$ cat src/rtl/eop_det_pkg.sv
package eop_det_pkg;

  // Classification of one synchronized line sample
  typedef enum logic [1:0] {
    LC_OTHER = 2'd0,
    LC_J     = 2'd1,
    LC_SE0   = 2'd2
  } line_cls_e;

  // Width-filter states
  typedef enum logic [1:0] {
    ST_IDLE  = 2'd0,
    ST_RUN   = 2'd1,
    ST_ARMED = 2'd2,
    ST_DEAD  = 2'd3
  } eop_state_e;

endpackage

$ cat src/rtl/eop_line_sync.sv
module eop_line_sync #(
  parameter int WIDTH  = 2,
  parameter int STAGES = 2
) (
  input  logic             clk,
  input  logic             rst,
  input  logic [WIDTH-1:0] d_i,
  output logic [WIDTH-1:0] q_o
);

  // One independent flop chain per asynchronous input bit
  for (genvar b = 0; b < WIDTH; b++) begin : g_bit
    logic [STAGES-1:0] chain;

    always_ff @(posedge clk) begin
      if (rst) begin
        chain <= '0;
      end else begin
        chain <= {chain[STAGES-2:0], d_i[b]};
      end
    end

    assign q_o[b] = chain[STAGES-1];
  end

endmodule

$ cat src/rtl/eop_line_class.sv
module eop_line_class
  import eop_det_pkg::*;
(
  input  logic      se0_i,
  input  logic      j_i,
  output line_cls_e cls_o
);

  // A zero indication dominates: J is only meaningful when the zero flag is clear
  always_comb begin
    if (se0_i) begin
      cls_o = LC_SE0;
    end else if (j_i) begin
      cls_o = LC_J;
    end else begin
      cls_o = LC_OTHER;
    end
  end

endmodule

$ cat src/rtl/eop_width_fsm.sv
module eop_width_fsm
  import eop_det_pkg::*;
#(
  parameter int MIN_SE0 = 3,
  parameter int MAX_GAP = 1
) (
  input  logic      clk,
  input  logic      rst,
  input  line_cls_e cls_i,
  output logic      eop_o
);

  localparam int RUN_W = $clog2(MIN_SE0 + 1);
  localparam int GAP_W = $clog2(MAX_GAP + 2);
  localparam logic [RUN_W-1:0] RUN_LAST = RUN_W'(MIN_SE0 - 1);
  localparam logic [GAP_W-1:0] GAP_LAST = GAP_W'(MAX_GAP);

  eop_state_e       state_q, state_d;
  logic [RUN_W-1:0] run_q, run_d;
  logic [GAP_W-1:0] gap_q, gap_d;
  logic             eop_q, eop_d;

  always_comb begin
    state_d = state_q;
    run_d   = run_q;
    gap_d   = gap_q;
    eop_d   = 1'b0;

    case (state_q)
      ST_IDLE: begin
        if (cls_i == LC_SE0) begin
          if (MIN_SE0 <= 1) begin
            state_d = ST_ARMED;
          end else begin
            state_d = ST_RUN;
          end
          run_d = RUN_W'(1);
        end
      end

      ST_RUN: begin
        if (cls_i == LC_SE0) begin
          if (run_q == RUN_LAST) begin
            state_d = ST_ARMED;
          end else begin
            run_d = run_q + RUN_W'(1);
          end
        end else begin
          // Run ended too early: glitch, drop it
          state_d = ST_IDLE;
          run_d   = '0;
        end
      end

      ST_ARMED: begin
        if (cls_i == LC_J) begin
          eop_d   = 1'b1;
          state_d = ST_IDLE;
          run_d   = '0;
        end else if (cls_i == LC_OTHER) begin
          if (MAX_GAP == 0) begin
            state_d = ST_IDLE;
            run_d   = '0;
          end else begin
            state_d = ST_DEAD;
            gap_d   = GAP_W'(1);
          end
        end
      end

      ST_DEAD: begin
        if (cls_i == LC_J) begin
          eop_d   = 1'b1;
          state_d = ST_IDLE;
          run_d   = '0;
          gap_d   = '0;
        end else if (cls_i == LC_SE0) begin
          state_d = ST_ARMED;
          gap_d   = '0;
        end else if (gap_q == GAP_LAST) begin
          state_d = ST_IDLE;
          run_d   = '0;
          gap_d   = '0;
        end else begin
          gap_d = gap_q + GAP_W'(1);
        end
      end

      default: begin
        state_d = ST_IDLE;
      end
    endcase
  end

  always_ff @(posedge clk) begin
    if (rst) begin
      state_q <= ST_IDLE;
      run_q   <= '0;
      gap_q   <= '0;
      eop_q   <= 1'b0;
    end else begin
      state_q <= state_d;
      run_q   <= run_d;
      gap_q   <= gap_d;
      eop_q   <= eop_d;
    end
  end

  assign eop_o = eop_q;

endmodule

$ cat src/rtl/fs_eop_detect.sv
module fs_eop_detect
  import eop_det_pkg::*;
#(
  parameter int SYNC_STAGES = 2,
  parameter int MIN_SE0     = 3,
  parameter int MAX_GAP     = 1
) (
  input  logic clk,
  input  logic rst,
  input  logic line_se0_i,
  input  logic line_j_i,
  output logic eop_o
);

  logic [1:0] sync_q;
  logic       se0_s;
  logic       j_s;
  line_cls_e  cls;

  eop_line_sync #(
    .WIDTH  (2),
    .STAGES (SYNC_STAGES)
  ) u_sync (
    .clk (clk),
    .rst (rst),
    .d_i ({line_se0_i, line_j_i}),
    .q_o (sync_q)
  );

  assign se0_s = sync_q[1];
  assign j_s   = sync_q[0];

  eop_line_class u_class (
    .se0_i (se0_s),
    .j_i   (j_s),
    .cls_o (cls)
  );

  eop_width_fsm #(
    .MIN_SE0 (MIN_SE0),
    .MAX_GAP (MAX_GAP)
  ) u_fsm (
    .clk   (clk),
    .rst   (rst),
    .cls_i (cls),
    .eop_o (eop_o)
  );

endmodule

$ cat config.mk
export PLATFORM = sky130hd
export DESIGN_NAME = fs_eop_detect
export DESIGN_NICKNAME = d
export VERILOG_FILES = /design/src/rtl/eop_det_pkg.sv /design/src/rtl/eop_line_sync.sv /design/src/rtl/eop_line_class.sv /design/src/rtl/eop_width_fsm.sv /design/src/rtl/fs_eop_detect.sv
export SDC_FILE = /design/constraint.sdc
export NUM_CORES = 1
export LEC_CHECK = 0
export BUFFER_PORTS_ARGS = -buffer_cell sky130_fd_sc_hd__buf_2
export CAP_MARGIN = 15
export CORE_AREA = 2 2 39 41
export CTS_CLUSTER_SIZE = 30
export DETAILED_ROUTE_END_ITERATION = 10
export DIE_AREA = 0 0 41 43
export PLACE_DENSITY = 0.65
export SLEW_MARGIN = 20
export SYNTH_ARGS = -nofsm -noshare
export SYNTH_HDL_FRONTEND = slang
export SYNTH_SLANG_ARGS = --single-unit
$ cat constraint.sdc
create_clock -name clk -period 1.5 [get_ports clk]
set_input_delay 0.075 -clock clk [delete_from_list [all_inputs] [get_ports clk]]
set_output_delay 0.075 -clock clk [all_outputs]
set_load 0.02 [all_outputs]
# == Yosys cells after proc, flatten, opt, wreduce, memory -nomap -nowiden ==
# Cells that the tools add are included.
# classes
addsub,2
muxes,24
eq_ne,17
bitwise,1
n_reduce_logical,8
# ops
cell,n
two-way mux 2 bit,19
case mux 2 bit (4 select lines),2
inequality test 3 bit (second input constant),3
== test 2 bit (second input constant),4
== test 2 x 1 -> 1 bit (second input constant),3
inequality test 2 x 1 -> 1 bit (second input constant),3
inequality test 3 x 1 -> 1 bit (second input constant),2
AND reduction 5 bit,1
adder 2 x 1 -> 2 bit (second input constant),2
zero test 2 bit,2
inequality test 4 x 1 -> 1 bit (second input constant),1
case mux 2 bit (2 select lines),1
AND reduction 4 bit,1
OR reduction 2 bit,2
AND reduction 3 bit,1
two-way mux 1 bit,2
inequality test 2 bit (second input constant),1
nonzero test 2 bit,1
inverter 1 bit,1
# word_totals
elab_cells,58
ff_bits,11
out_inout_bits,1
in_bits,4

# == Logic depth before layout (Yosys ltp) ==
# depth
word_depth,6
ltp_mapped,5
depth_no_buf,5

# == Cells and area by module ==
# Synthesis repeated with hierarchy kept, for this count alone.
# unflattened
cells_unflattened,65
hier_area_um2,588.1
# modules_own_cells
module,instances,area_each_um2,cells_each,seq_area_each_um2
eop_width_fsm,1,446.7,53,140.1
eop_line_sync,1,120.1,10,80.1
eop_line_class,1,21.3,2,0.0

# == Worst setup path after synthesis ==
# Ideal clock, no wire load.
# synth_path
path_kind,reg2reg
startpoint,reg u_fsm.run_q[0]
endpoint,reg u_fsm.run_q[1]
setup_slack_ns,0.421
required_ns,1.367
arrival_time_ns,0.946
setup_ns,0.133
synth_period_minus_slack_ns,1.079
n_path_buf,0
stages_incl_launch_ff,6
path_cell_list,dfxtp_1 > inv_1 > ha_1 > nand3_1 > o221ai_1 > mux2i_1
# synth_between
elab_chain_len,4
word_cells_on_any_way,7
cone_classes,add/sub (1); eq/ne (2); mux (3); reduce/logical (1)
# synth_lines
element,line_no,text
"start, declared",eop_width_fsm.sv:19,"logic [RUN_W-1:0] run_q, run_d;"
"start signal, assigned",eop_width_fsm.sv:103,run_q <= run_d;
adder 2 x 1 -> 2 bit,eop_width_fsm.sv:46,run_d = run_q + RUN_W'(1);
two-way mux 2 bit,eop_width_fsm.sv:43,if (run_q == RUN_LAST) begin
two-way mux 2 bit,eop_width_fsm.sv:42,if (cls_i == LC_SE0) begin
case mux 2 bit (4 select lines),eop_width_fsm.sv:29,case (state_q)
# Several ways; a longest one is shown, not always the timed one. The select of a mux whose other input is x is not followed.
# A chain may end at the register's enable or synchronous reset.

# == Final worst setup path ==
# layout_path
startpoint,reg u_sync.g_bit[1].chain[1]
endpoint,reg u_fsm.run_q[0]
# layout_between
elab_chain_len,4
word_cells_on_any_way,12
cone_classes,eq/ne (7); mux (4); reduce/logical (1)
# layout_lines
element,line_no,text
"start, declared",eop_line_sync.sv:13,logic [STAGES-1:0] chain;
"start signal, assigned",eop_line_sync.sv:19,"chain <= {chain[STAGES-2:0], d_i[b]};"
two-way mux 2 bit *,eop_line_class.sv:11,if (se0_i) begin
== test 2 x 1 -> 1 bit or == test 2 bit (tied branches),n/a,
inequality test 3 bit (no source line) (tied with other cells),n/a,
AND reduction 5 bit (no source line) or case mux 2 bit (4 select lines) (tied branches),n/a,
# Every way passes the cells marked *; elsewhere a longest branch is shown, timed or not.

==> metrics.txt <==
vias in the first global route about 380; Worst R2R Setup Slack approximately 0.3 ns; antenna fix cells 0; Hold Path Sink u_sync.g_bit[0].chain[0]; Worst R2R Path Depth 3; Tightest Hold Check Type input pin to flop; cell area after synthesis 518.0 µm²; Post-synth EDFFs 0; worst r2r src u_sync.g_bit[1].chain[1]; most frequent cell after synthesis dfxtp_1; Num CTS Buffers 3; Pleak about 0.2 nW; count of cell types in the netlist 27; worst hold stages 2; Mapped Cells 55; top post-synthesis cells by area dfxtp_1 43%, nor2b_1 7.2%, buf_6 4.3%; Tmin final 1.201 ns; Row Count 14; detailed-route via count just under 400; final setup fails 0; largest net degree at the start of global routing 12; pre-CTS setup slack between 0.3 and 0.4 ns; CTS Hold Bufs 0; total setup buffers inserted after CTS 0; number of port buffers 4; ys async rst share 0; register area share after synthesis 0.4251; CP Class flop to flop; fraction of layout cells with a size suffix above 1 0.2034; maxcap violations 0; period utilization 0.8005; H-tree depth 1; dpl cell area between 500 and 600 µm²; setup TNS 0 ns; cell area power density a little under 1000 mW/mm²; Placer Congestion a little under 0.8; die height 43 µm; Congestion Overflow GR 0; top cell type's share of synthesized area 0.4251; Detail Placement HPWL around 580 µm; initial antenna violation count 0; family with the most delay on the worst path flip-flops; clk_skew between 0.0015 and 0.002 ns; Critical Path RT around 1.7 ns; nets 65; routed len/inst 10.92 µm; leading area contributor after synthesis dfxtp_1; CP Cell Sequence nor2b_1 -> o21ai_0 -> nor4_2; slowest stage delay, CP about 0.53 ns; setup repair after global routing missed its margin no; slowest CP cell dfxtp_1; critical path fanouts, max 11; Layout Cells excl Fill 75; Crit. End Element flop; die footprint 0.001763 mm²; fmax ~830 MHz; GR Util All Layers 0.1310; Slew Viols, Final 0; Die W around 41 µm; syn avg cell area about 9.4 µm²; first-pass GRT wire length between 1500 and 2000 µm; hold path start line_j_i; max_slew headroom 0.7637; Root Driver clkbuf_4; crit path DAT ~1.4 ns; area delta synth->final 6.280%; clock tree buffer depth 2; status completed; setup ws final between 0.2 and 0.3 ns; worst slew pin tran 0.3540 ns; Inst Count DP between 70 and 80; Startpoint Class flop; Skew-Pair Late Insertion Delay around 0.27 ns; Synth Flop Type dfxtp_1; synth warn 0; Core ar. about 0.0014 mm²; post-route cell area between 500 and 600 µm²; Initial DRC Count 7; io pins 5; Final Hold Fails 0; post_cts resized 0; reg2reg end u_fsm.run_q[0]; initial core utilization 0.3743; VDD IR max approximately 610 µV; drt pass-1 iters 5; DRC Markers 0; worst path bufs/invs 0; post-DR vias/cell around 5.3; synth cell count leaders 11 x dfxtp_1, 6 x nor2b_1, 5 x nor2_1; Routed WL roughly 800 µm; CTS tree built; Final Total Pwr between 500 and 600 µW; clock slew at reported path FFs ~0.070 ns; Post-DRT Antenna Nets 0; syn_nets 60; count of state elements after synthesis 11; CTS Sinks 11
-- area by class of cell --
cell class	instances	area [µm²]
clock inverters	1	5.005
flip-flops and latches	11	220.2
repair buffers	4	20.02
well taps	16	20.02
fillers	139	833.3
multi-input cells	36	247.7
inverters	4	15.01
clock buffers	3	22.52
-- per-stage QoR --
stage / util / hold slack [ns]
floorplan: - / 0.2032
global placement: 0.3779 / 0.2904
detailed placement: 0.3779 / 0.2982
CTS: 0.3978 / 0.01199
global route: 0.3978 / 0.01235
finish: 0.3978 / 0.01648
-- worst reg2reg max path, cell delays in order (launching register included) --
cell	delay, ns
dfxtp_1	0.53
nor2b_1	0.27
o21ai_0	0.12
nor4_2	0.20
-- logic make-up after synthesis --
group	share of synthesized area
compound gates	0.1449
mux	0.01932
buf+inv	0.09660
flops	0.4251
fa+ha+maj	0.02415
simple gates	0.2898
-- power by group --
group	internal [mW]	total [mW]	switching, mW	leakage, nW
sequential	0.299	0.307	0.00775	0.0897
combinational	0.0128	0.0263	0.0136	0.0928
clock	0.0987	0.203	0.104	0.0177
-- state kept, by name, summed over array words and instances (netlist names) --
register	flops
u_fsm.state_q	2
u_sync.g_bit.chain	4
u_fsm.run_q	2
u_fsm.gap_q	2
u_fsm.eop_o	1
-- worst max path at each step --
stage	startpoint	to	slack [ns]	cells past startpoint
2_1_floorplan	u_fsm.run_q[0]	u_fsm.run_q[1]	0.42	5
3_3_place_gp	u_fsm.run_q[0]	u_fsm.run_q[1]	0.33	5
3_5_place_dp	u_sync.g_bit[1].chain[1]	u_fsm.run_q[0]	0.31	3
4_1_cts	u_sync.g_bit[1].chain[1]	u_fsm.run_q[0]	0.29	3
5_1_grt	u_sync.g_bit[1].chain[1]	u_fsm.run_q[0]	0.13	3
6_report	u_sync.g_bit[1].chain[1]	u_fsm.run_q[0]	0.30	3
-- placed cells by master (no fill, tap or decap), types with 2 or more instances in the layout --
cell	n
nand3_1	3
nor2b_1	6
nand3b_1	2
nand2_1	2
nor2_1	5
inv_1	4
clkbuf_4	3
dfxtp_1	11
buf_2	4
a21oi_1	2
-- routing by layer --
layer	vias to the layer above	GRT usage	part of all wire
li1	202	-	-
met2	12	0.1781	0.45
met4	0	0.04000	0.011
met3	2	0.09424	0.074
met5	-	0	0
met1	179	0.1596	0.47
Note: power is estimated with default switching activity, not from simulation.
